## src/rtl/useq_pkg.sv

```systemverilog
package useq_pkg;
  localparam int unsigned CS_ADDR_W = 7;
  localparam int unsigned OPC_W     = 4;
  localparam int unsigned SLOT_LSB  = 2;
  localparam int unsigned BOOT_ADDR = 64;

  typedef enum logic [1:0] {
    BK_JUMP     = 2'b00,
    BK_CALL     = 2'b01,
    BK_RETURN   = 2'b10,
    BK_DISPATCH = 2'b11
  } br_kind_e;

  typedef enum logic [1:0] {
    CS_ALWAYS = 2'b00,
    CS_IND    = 2'b01,
    CS_SIGN   = 2'b10,
    CS_ZERO   = 2'b11
  } cond_sel_e;
endpackage

```

## src/rtl/useq_cond_sel.sv

```systemverilog
module useq_cond_sel
  import useq_pkg::*;
(
  input  logic [1:0] sel,
  input  logic       ind_bit,
  input  logic       sign_bit,
  input  logic       zero_bit,
  output logic       hit
);
  logic [3:0] flags;

  assign flags[CS_ALWAYS] = 1'b1;
  assign flags[CS_IND]    = ind_bit;
  assign flags[CS_SIGN]   = sign_bit;
  assign flags[CS_ZERO]   = zero_bit;

  assign hit = flags[sel];
endmodule

```

## src/rtl/useq_map.sv

```systemverilog
module useq_map #(
  parameter int unsigned ADDR_W = 7,
  parameter int unsigned OP_W   = 4,
  parameter int unsigned LSB_Z  = 2
) (
  input  logic [OP_W-1:0]   opcode,
  output logic [ADDR_W-1:0] slot_addr
);
  localparam int unsigned TOP_PAD = ADDR_W - OP_W - LSB_Z;

  generate
    if (TOP_PAD > 0) begin : g_pad
      assign slot_addr = {{TOP_PAD{1'b0}}, opcode, {LSB_Z{1'b0}}};
    end else begin : g_nopad
      assign slot_addr = {opcode, {LSB_Z{1'b0}}};
    end
  endgenerate
endmodule

```

## src/rtl/useq_next_addr.sv

```systemverilog
module useq_next_addr
  import useq_pkg::*;
#(
  parameter int unsigned ADDR_W = 7
) (
  input  logic [ADDR_W-1:0] cur_addr,
  input  logic [ADDR_W-1:0] ret_addr,
  input  logic [1:0]        kind,
  input  logic [ADDR_W-1:0] target,
  input  logic              hit,
  input  logic [ADDR_W-1:0] slot_addr,
  output logic [ADDR_W-1:0] nxt_addr,
  output logic              save_en,
  output logic [ADDR_W-1:0] save_addr
);
  logic [ADDR_W-1:0] seq_addr;
  br_kind_e          bk;

  assign seq_addr  = cur_addr + ADDR_W'(1);
  assign bk        = br_kind_e'(kind);
  assign save_addr = seq_addr;

  always_comb begin
    save_en  = 1'b0;
    nxt_addr = seq_addr;
    case (bk)
      BK_JUMP:     nxt_addr = hit ? target : seq_addr;
      BK_CALL: begin
        nxt_addr = hit ? target : seq_addr;
        save_en  = hit;
      end
      BK_RETURN:   nxt_addr = ret_addr;
      BK_DISPATCH: nxt_addr = slot_addr;
      default:     nxt_addr = seq_addr;
    endcase
  end
endmodule

```

## src/rtl/useq_sequencer.sv

```systemverilog
module useq_sequencer
  import useq_pkg::*;
#(
  parameter int unsigned ADDR_W   = CS_ADDR_W,
  parameter int unsigned OP_W     = OPC_W,
  parameter int unsigned LSB_Z    = SLOT_LSB,
  parameter int unsigned RST_ADDR = BOOT_ADDR
) (
  input  logic              clk,
  input  logic              rst_n,
  input  logic [1:0]        cond_sel,
  input  logic [1:0]        br_kind,
  input  logic [ADDR_W-1:0] br_addr,
  input  logic              ind_bit,
  input  logic              sign_bit,
  input  logic              zero_bit,
  input  logic [OP_W-1:0]   opcode,
  output logic [ADDR_W-1:0] car
);
  localparam logic [ADDR_W-1:0] RST_VAL = ADDR_W'(RST_ADDR);

  logic [ADDR_W-1:0] car_q;
  logic [ADDR_W-1:0] sbr_q;
  logic [ADDR_W-1:0] car_d;
  logic [ADDR_W-1:0] slot_addr;
  logic [ADDR_W-1:0] save_addr;
  logic              hit;
  logic              save_en;

  useq_cond_sel u_cond (
    .sel      (cond_sel),
    .ind_bit  (ind_bit),
    .sign_bit (sign_bit),
    .zero_bit (zero_bit),
    .hit      (hit)
  );

  useq_map #(
    .ADDR_W (ADDR_W),
    .OP_W   (OP_W),
    .LSB_Z  (LSB_Z)
  ) u_map (
    .opcode    (opcode),
    .slot_addr (slot_addr)
  );

  useq_next_addr #(
    .ADDR_W (ADDR_W)
  ) u_next (
    .cur_addr  (car_q),
    .ret_addr  (sbr_q),
    .kind      (br_kind),
    .target    (br_addr),
    .hit       (hit),
    .slot_addr (slot_addr),
    .nxt_addr  (car_d),
    .save_en   (save_en),
    .save_addr (save_addr)
  );

  always_ff @(posedge clk or negedge rst_n) begin
    if (!rst_n) begin
      car_q <= RST_VAL;
    end else begin
      car_q <= car_d;
    end
  end

  always_ff @(posedge clk or negedge rst_n) begin
    if (!rst_n) begin
      sbr_q <= '0;
    end else if (save_en) begin
      sbr_q <= save_addr;
    end
  end

  assign car = car_q;
endmodule

```

## config.mk

```make
export PLATFORM = sky130hd
export DESIGN_NAME = useq_sequencer
export DESIGN_NICKNAME = d
export VERILOG_FILES = /design/src/rtl/useq_pkg.sv /design/src/rtl/useq_cond_sel.sv /design/src/rtl/useq_map.sv /design/src/rtl/useq_next_addr.sv /design/src/rtl/useq_sequencer.sv
export SDC_FILE = /design/constraint.sdc
export NUM_CORES = 1
export LEC_CHECK = 0
export BUFFER_PORTS_ARGS = -buffer_cell sky130_fd_sc_hd__buf_2
export CORE_MARGIN = 8
export CORE_UTILIZATION = 40
export DETAILED_ROUTE_END_ITERATION = 8
export PLACE_DENSITY = 0.61
export SYNTH_ARGS = -nofsm -noshare
export SYNTH_HDL_FRONTEND = slang
export SYNTH_HIERARCHICAL = 1
export SYNTH_SLANG_ARGS = --single-unit
```

## constraint.sdc

```tcl
create_clock -name clk -period 2.4 [get_ports clk]
set_clock_uncertainty 0.05 [all_clocks]
set_input_delay 0.36 -clock clk [delete_from_list [all_inputs] [get_ports clk]]
set_output_delay 0.36 -clock clk [all_outputs]
set_load 0.005 [all_outputs]
```

Yosys cells after proc, flatten, opt, wreduce, memory -nomap -nowiden

Cells that the tools add are included.

$add $sub $neg: 1
Magnitude comparators: 1
Equality and inequality tests: 3
Mux-type cells: 5
Reductions and logical operators: 2

Operators with widths:

| cell                                                                         | count |
|---|---|
| 7-bit case mux with 3 select lines                                           | 1 |
| 7-bit by 1-bit adder with 7-bit output, second input constant                | 1 |
| 7-bit two-way mux                                                            | 1 |
| 2-bit == test, second input constant                                         | 2 |
| 2-bit by 3-bit less-than comparator with 1-bit output, second input constant | 1 |
| 1-bit binary-select mux with 2-bit select                                    | 1 |
| 2-bit by 1-bit == test with 1-bit output, second input constant              | 1 |
| 2-bit logical NOT                                                            | 1 |
| 1-bit two-way mux                                                            | 2 |
| 2-bit OR reduction                                                           | 1 |

Flip-flop bits (word level): 14
Input bits: 20
Output and inout port bits: 7
Word-level logic and storage cells: 14

Logic depth before layout (Yosys ltp)

Depth in word-level cells: 4
Gate-level depth with buffers: 7
Depth with buffers taken out: 5

By module

Netlist, hierarchy kept.

Modules (own cells, without submodules):

| module         | times used | cells an instance | area an instance (µm²) | seq. area each (µm²) |
|---|---|---|---|---|
| useq_sequencer | 1          | 22                | 467.9                  | 351.6 |
| useq_next_addr | 1          | 52                | 369.1                  | 0.0 |
| useq_map       | 1          | 8                 | 56.3                   | 0.0 |
| useq_cond_sel  | 1          | 3                 | 27.5                   | 0.0 |

Least setup slack after synthesis

Ideal clock, no wire load.

Kind: in2reg
Start: input port cond_sel[1]
End: register sbr_q[0]
Library setup time: 0.125 ns
Arrival: 1.494 ns
Required time: 2.225 ns
Path slack: 0.730 ns
Stages on the path: 7
Buffers on the path: 2
Path through: nor3b_2 a21oi_1 buf_2 nand2_1 nor2_1 buf_6 mux2_4

Cells in the longest elaborated chain, start to end: 3

Ends and longest elaborated chain:

| what                                      | line                 | source |
|---|---|---|
| from (decl)                               | useq_sequencer.sv:11 | `input logic [1:0] cond_sel,` |
| 1-bit binary-select mux with 2-bit select | useq_cond_sel.sv:17  | `assign hit = flags[sel];` |
| 1-bit two-way mux (implied by the code)   | useq_cond_sel.sv:17  |  |
| named net hit                             | useq_sequencer.sv:27 | `logic hit;` |
| 1-bit two-way mux                         | useq_next_addr.sv:26 | `case (bk)` |
| named net save_en                         | useq_sequencer.sv:28 | `logic save_en;` |
| to (signal assigned)                      | useq_sequencer.sv:73 | `sbr_q <= save_addr;` |
| to (decl)                                 | useq_sequencer.sv:23 | `logic [ADDR_W-1:0] sbr_q;` |

The timed path passes the listed nets, and every way through them passes these cells. The select of a mux whose other input is x is not followed.
A chain may end at the register's enable or synchronous reset.

Final worst setup path

Start: register car_q[0] (netlist: car[0])
End: register sbr_q[6]

Cells in the longest elaborated chain, start to end: 1

Ends and longest elaborated chain:

| what                                   | line                 | source |
|---|---|---|
| from (decl)                            | useq_sequencer.sv:22 | `logic [ADDR_W-1:0] car_q;` |
| from (signal assigned)                 | useq_sequencer.sv:65 | `car_q <= car_d;` |
| 7-bit by 1-bit adder with 7-bit output | useq_next_addr.sv:19 | `assign seq_addr = cur_addr + ADDR_W'(1);` |
| named net save_addr[6]                 | useq_sequencer.sv:26 | `logic [ADDR_W-1:0] save_addr;` |

The timed path passes the listed nets, and every way through them passes these cells.

==> flow_metrics.tcl <==
set metrics [dict create \
    combPwrFrac 0.331 \
    synthXorXnorAreaFrac 0.04755 \
    n_fill_cell 222 \
    min_path_cells 3 \
    p_switching_uw 243.6 \
    hold_path.class "input pin to flop" \
    synthAdderAreaFrac 0.01359 \
    synth-async-reset-ratio 1.000 \
    grt_usage 0.09684 \
    worstSetupPathDepth 5 \
    synth_most_common_cell "dfrtp_1" \
    syn_to_final_growth_pct 16.58 \
    reg2reg_from "car[0]" \
    yosysWarnings 6 \
    p_sw_frac 0.2984 \
    max_freq_ghz 0.5922 \
    cap_viol_max_count 0 \
    yosysTopAreaCell "dfrtp_1" \
    required_ns 2.52 \
    dp_cells 132 \
    post_cts_resized 0 \
    clkTransAtPathRegs_ns 0.09 \
    period_share 0.7036 \
    p_leak_nw 0.5297 \
    multiInputGateArea_um2 480.5 \
    cts_tree "yes" \
    cts-root-buf "clkbuf_4" \
    crit_slowest_cell "dfrtp_1" \
    vias_per_cell 4.985 \
    cp_slowest_stage_delay_ns 0.45 \
    synthFlopType "dfrtp_1" \
    report.final.slew_viol_count 0 \
    htreeDepth 1 \
    end_kind "flop" \
    grt_max_degree 19 \
    clock_path_buffers 2 \
    crit_start "car[0]" \
    syn_area_per_cell_um2 10.83 \
    grt_overflow 0 \
    start_kind "flop" \
    drc 0 \
    nets 131 \
    intPower_uw 572.7 \
    layout-drive-gt1-share 0.4220 \
    r2r_end "sbr_q[6]" \
    fp-row-count 17 \
    synth-seq-cells 14 \
    syn_area_um2 920.9 \
    port_buffers 26 \
    cts_hold_buf 1 \
    antenna_found_initial 0 \
    final_util 0.4900 \
    rr_worst_depth 5 \
    yosysTopAreaCellShare 0.3533 \
    power.density_mw_per_mm2 760.4 \
    period_minus_slack_ns 1.689 \
    hold_violations 0 \
    dieWidth_um 63.98 \
    synth_compound_area_frac 0.1250 \
    seq_power_share 0.459 \
    drtIter0Drc 17 \
    hpwl_um 1572 \
    num_antenna_cells 0 \
    grt_pass1_vias 718 \
    setup_viol 0 \
    synth_top_family_by_area "multiplexers" \
    cp-endpoint "sbr_q[6]" \
    finalWirelength_um 2008 \
    fp.coreArea_mm2 0.002191 \
    synth_area_leaders "dfrtp_1, mux2_4, mux2i_1" \
    synth_simple_gate_area_frac 0.1033 \
    initial_core_util 0.4203 \
    critPathMaxFanout 6 \
    ir_drop_mv 0.3992 \
    drtPass1Iterations 4 \
    cp_cell_sequence "ha_1, nand3_1, or2_2, xnor2_1, mux2_4" \
    status "completed" \
    fin_cells 137 \
    clkLatencyLatePin_ns 0.27 \
    path_buf_inv 0 \
    dieArea_mm2 0.004093 \
    critPathArrivalTime_ns 1.81 \
    seq_area_um2 351.6 \
    synthTopCellsByCount "dfrtp_1, mux2_4, buf_4" \
    synthMuxAreaShare 0.2201 \
    crit_type "flop to flop" \
    routed-via-count 683 \
    syn_inst 85 \
    drt-wirelength-per-cell_um 14.66 \
    yosysSeqAreaShare 0.3818 \
    tns_ns 0 \
    postRouteAntennaNets 0 \
    grt_pass1_wl_um 3277 \
    netlist-cell-type-count 32 \
    r2r_slack_ns 0.71 \
    synth-edff-count 0 \
    cts_sinks 14 \
    crit_family "simple AND/OR/NAND/NOR gates" \
    ios 27 \
    rsz0062_at_grt "false" \
    power_frac_clock 0.210 \
    postCtsSetupBuffers 0 \
    cts_buffers 3 \
    gp_congestion 0.8285 \
    die_h_um 63.98 \
]
==> logic make-up after synthesis <==
| logic type | count (synthesis) |
|---|---|
| buffers and inverters | 14 |
| AO/OA/AOI/OAI | 16 |
| adder cells (fa/ha/maj) | 1 |
| AND/OR/NAND/NOR | 18 |
| XOR/XNOR | 5 |
| flip-flops | 14 |
| other | 1 |
| multiplexers | 16 |
==> cells in the final DEF, fill, tap and decap left out <==
cell type      count
buf_2             26
a211o_1            1
or2_2              1
clkbuf_4           3
conb_1             3
nand2_1            4
nor3b_1            1
mux2i_1            6
o211ai_1           2
clkbuf_8           1
nor3b_2            1
nand3_1            3
buf_4              3
nor2_1             4
or3_1              1
mux2_2             2
o31a_1             2
dfrtp_1           13
dlygate4sd3_1      1
inv_1              2
a211oi_1           2
nor3_1             1
o21ai_0            1
nor2b_1            2
o211a_1            1
xor2_1             2
mux2_4             8
ha_1               1
dfstp_2            1
a22oi_1            2
xnor2_1            3
a22o_1             1
a21oi_1            4
==> through the flow <==
stage | power (mW) | worst slack, ns | cell area [µm²] | hold WS, ns
floorplan | 0.5712 | 0.7304 | 928.4 | 0.01441
global placement | 0.6429 | 0.5754 | 1027 | 0.2262
detailed placement | 0.6488 | 0.5109 | 1027 | 0.2269
CTS | 0.8226 | 0.7092 | 1074 | 0.3070
global route | 0.8653 | 0.6414 | 1074 | 0.3081
finish | 0.8163 | 0.7114 | 1074 | 0.3040
==> sequential cells by signal, indices dropped and copies added (netlist names) <==
register	cells
sbr_q	7
car	7
==> power groups by stage <==
| stage | registers [mW] | logic, mW | clock network (mW) |
|---|---|---|---|
| 3_5_place_dp | 0.376 | 0.273 | 0 |
| 2_1_floorplan | 0.363 | 0.208 | 0 |
| 5_1_grt | 0.382 | 0.299 | 0.184 |
| 4_1_cts | 0.374 | 0.274 | 0.174 |
| 3_3_place_gp | 0.377 | 0.266 | 0 |
| 6_report | 0.374 | 0.271 | 0.171 |
==> area by class of cell <==
type | count | share of cell area
inverter | 2 | 0.006993
multi-input combinational | 59 | 0.4476
tap | 28 | 0.03263
sequential | 14 | 0.3275
timing repair buffer | 30 | 0.1515
clock buffer | 4 | 0.03380
==> worst register-to-register path, delay by kind of cell, from the launching register on <==
family,cells,cell delay (ns)
and+or+nand+nor,2,0.48
DFF,1,0.45
adders and majority gates,1,0.22
muxes,1,0.25
xor gates and xnor gates,1,0.13
==> how the worst min path moves through the flow <==
stage	start	endpoint	slack, ns
floorplan	rst_n	car[0]	0.01
global placement	rst_n	sbr_q[6]	0.23
detailed placement	rst_n	sbr_q[6]	0.23
CTS	br_addr[6]	car[6]	0.31
global route	br_addr[6]	car[6]	0.31
finish	br_addr[6]	car[6]	0.30
==> routing by layer <==
layer  wire length [µm]  GRT usage  vias to the layer above
met5                  0          0                        -
met4                 12    0.03343                        0
met3                155    0.03484                        2
met2                937     0.1518                       20
met1                902     0.1196                      323
li1                   -          -                      338
No activity file was read; power rests on OpenSTA's default activity.
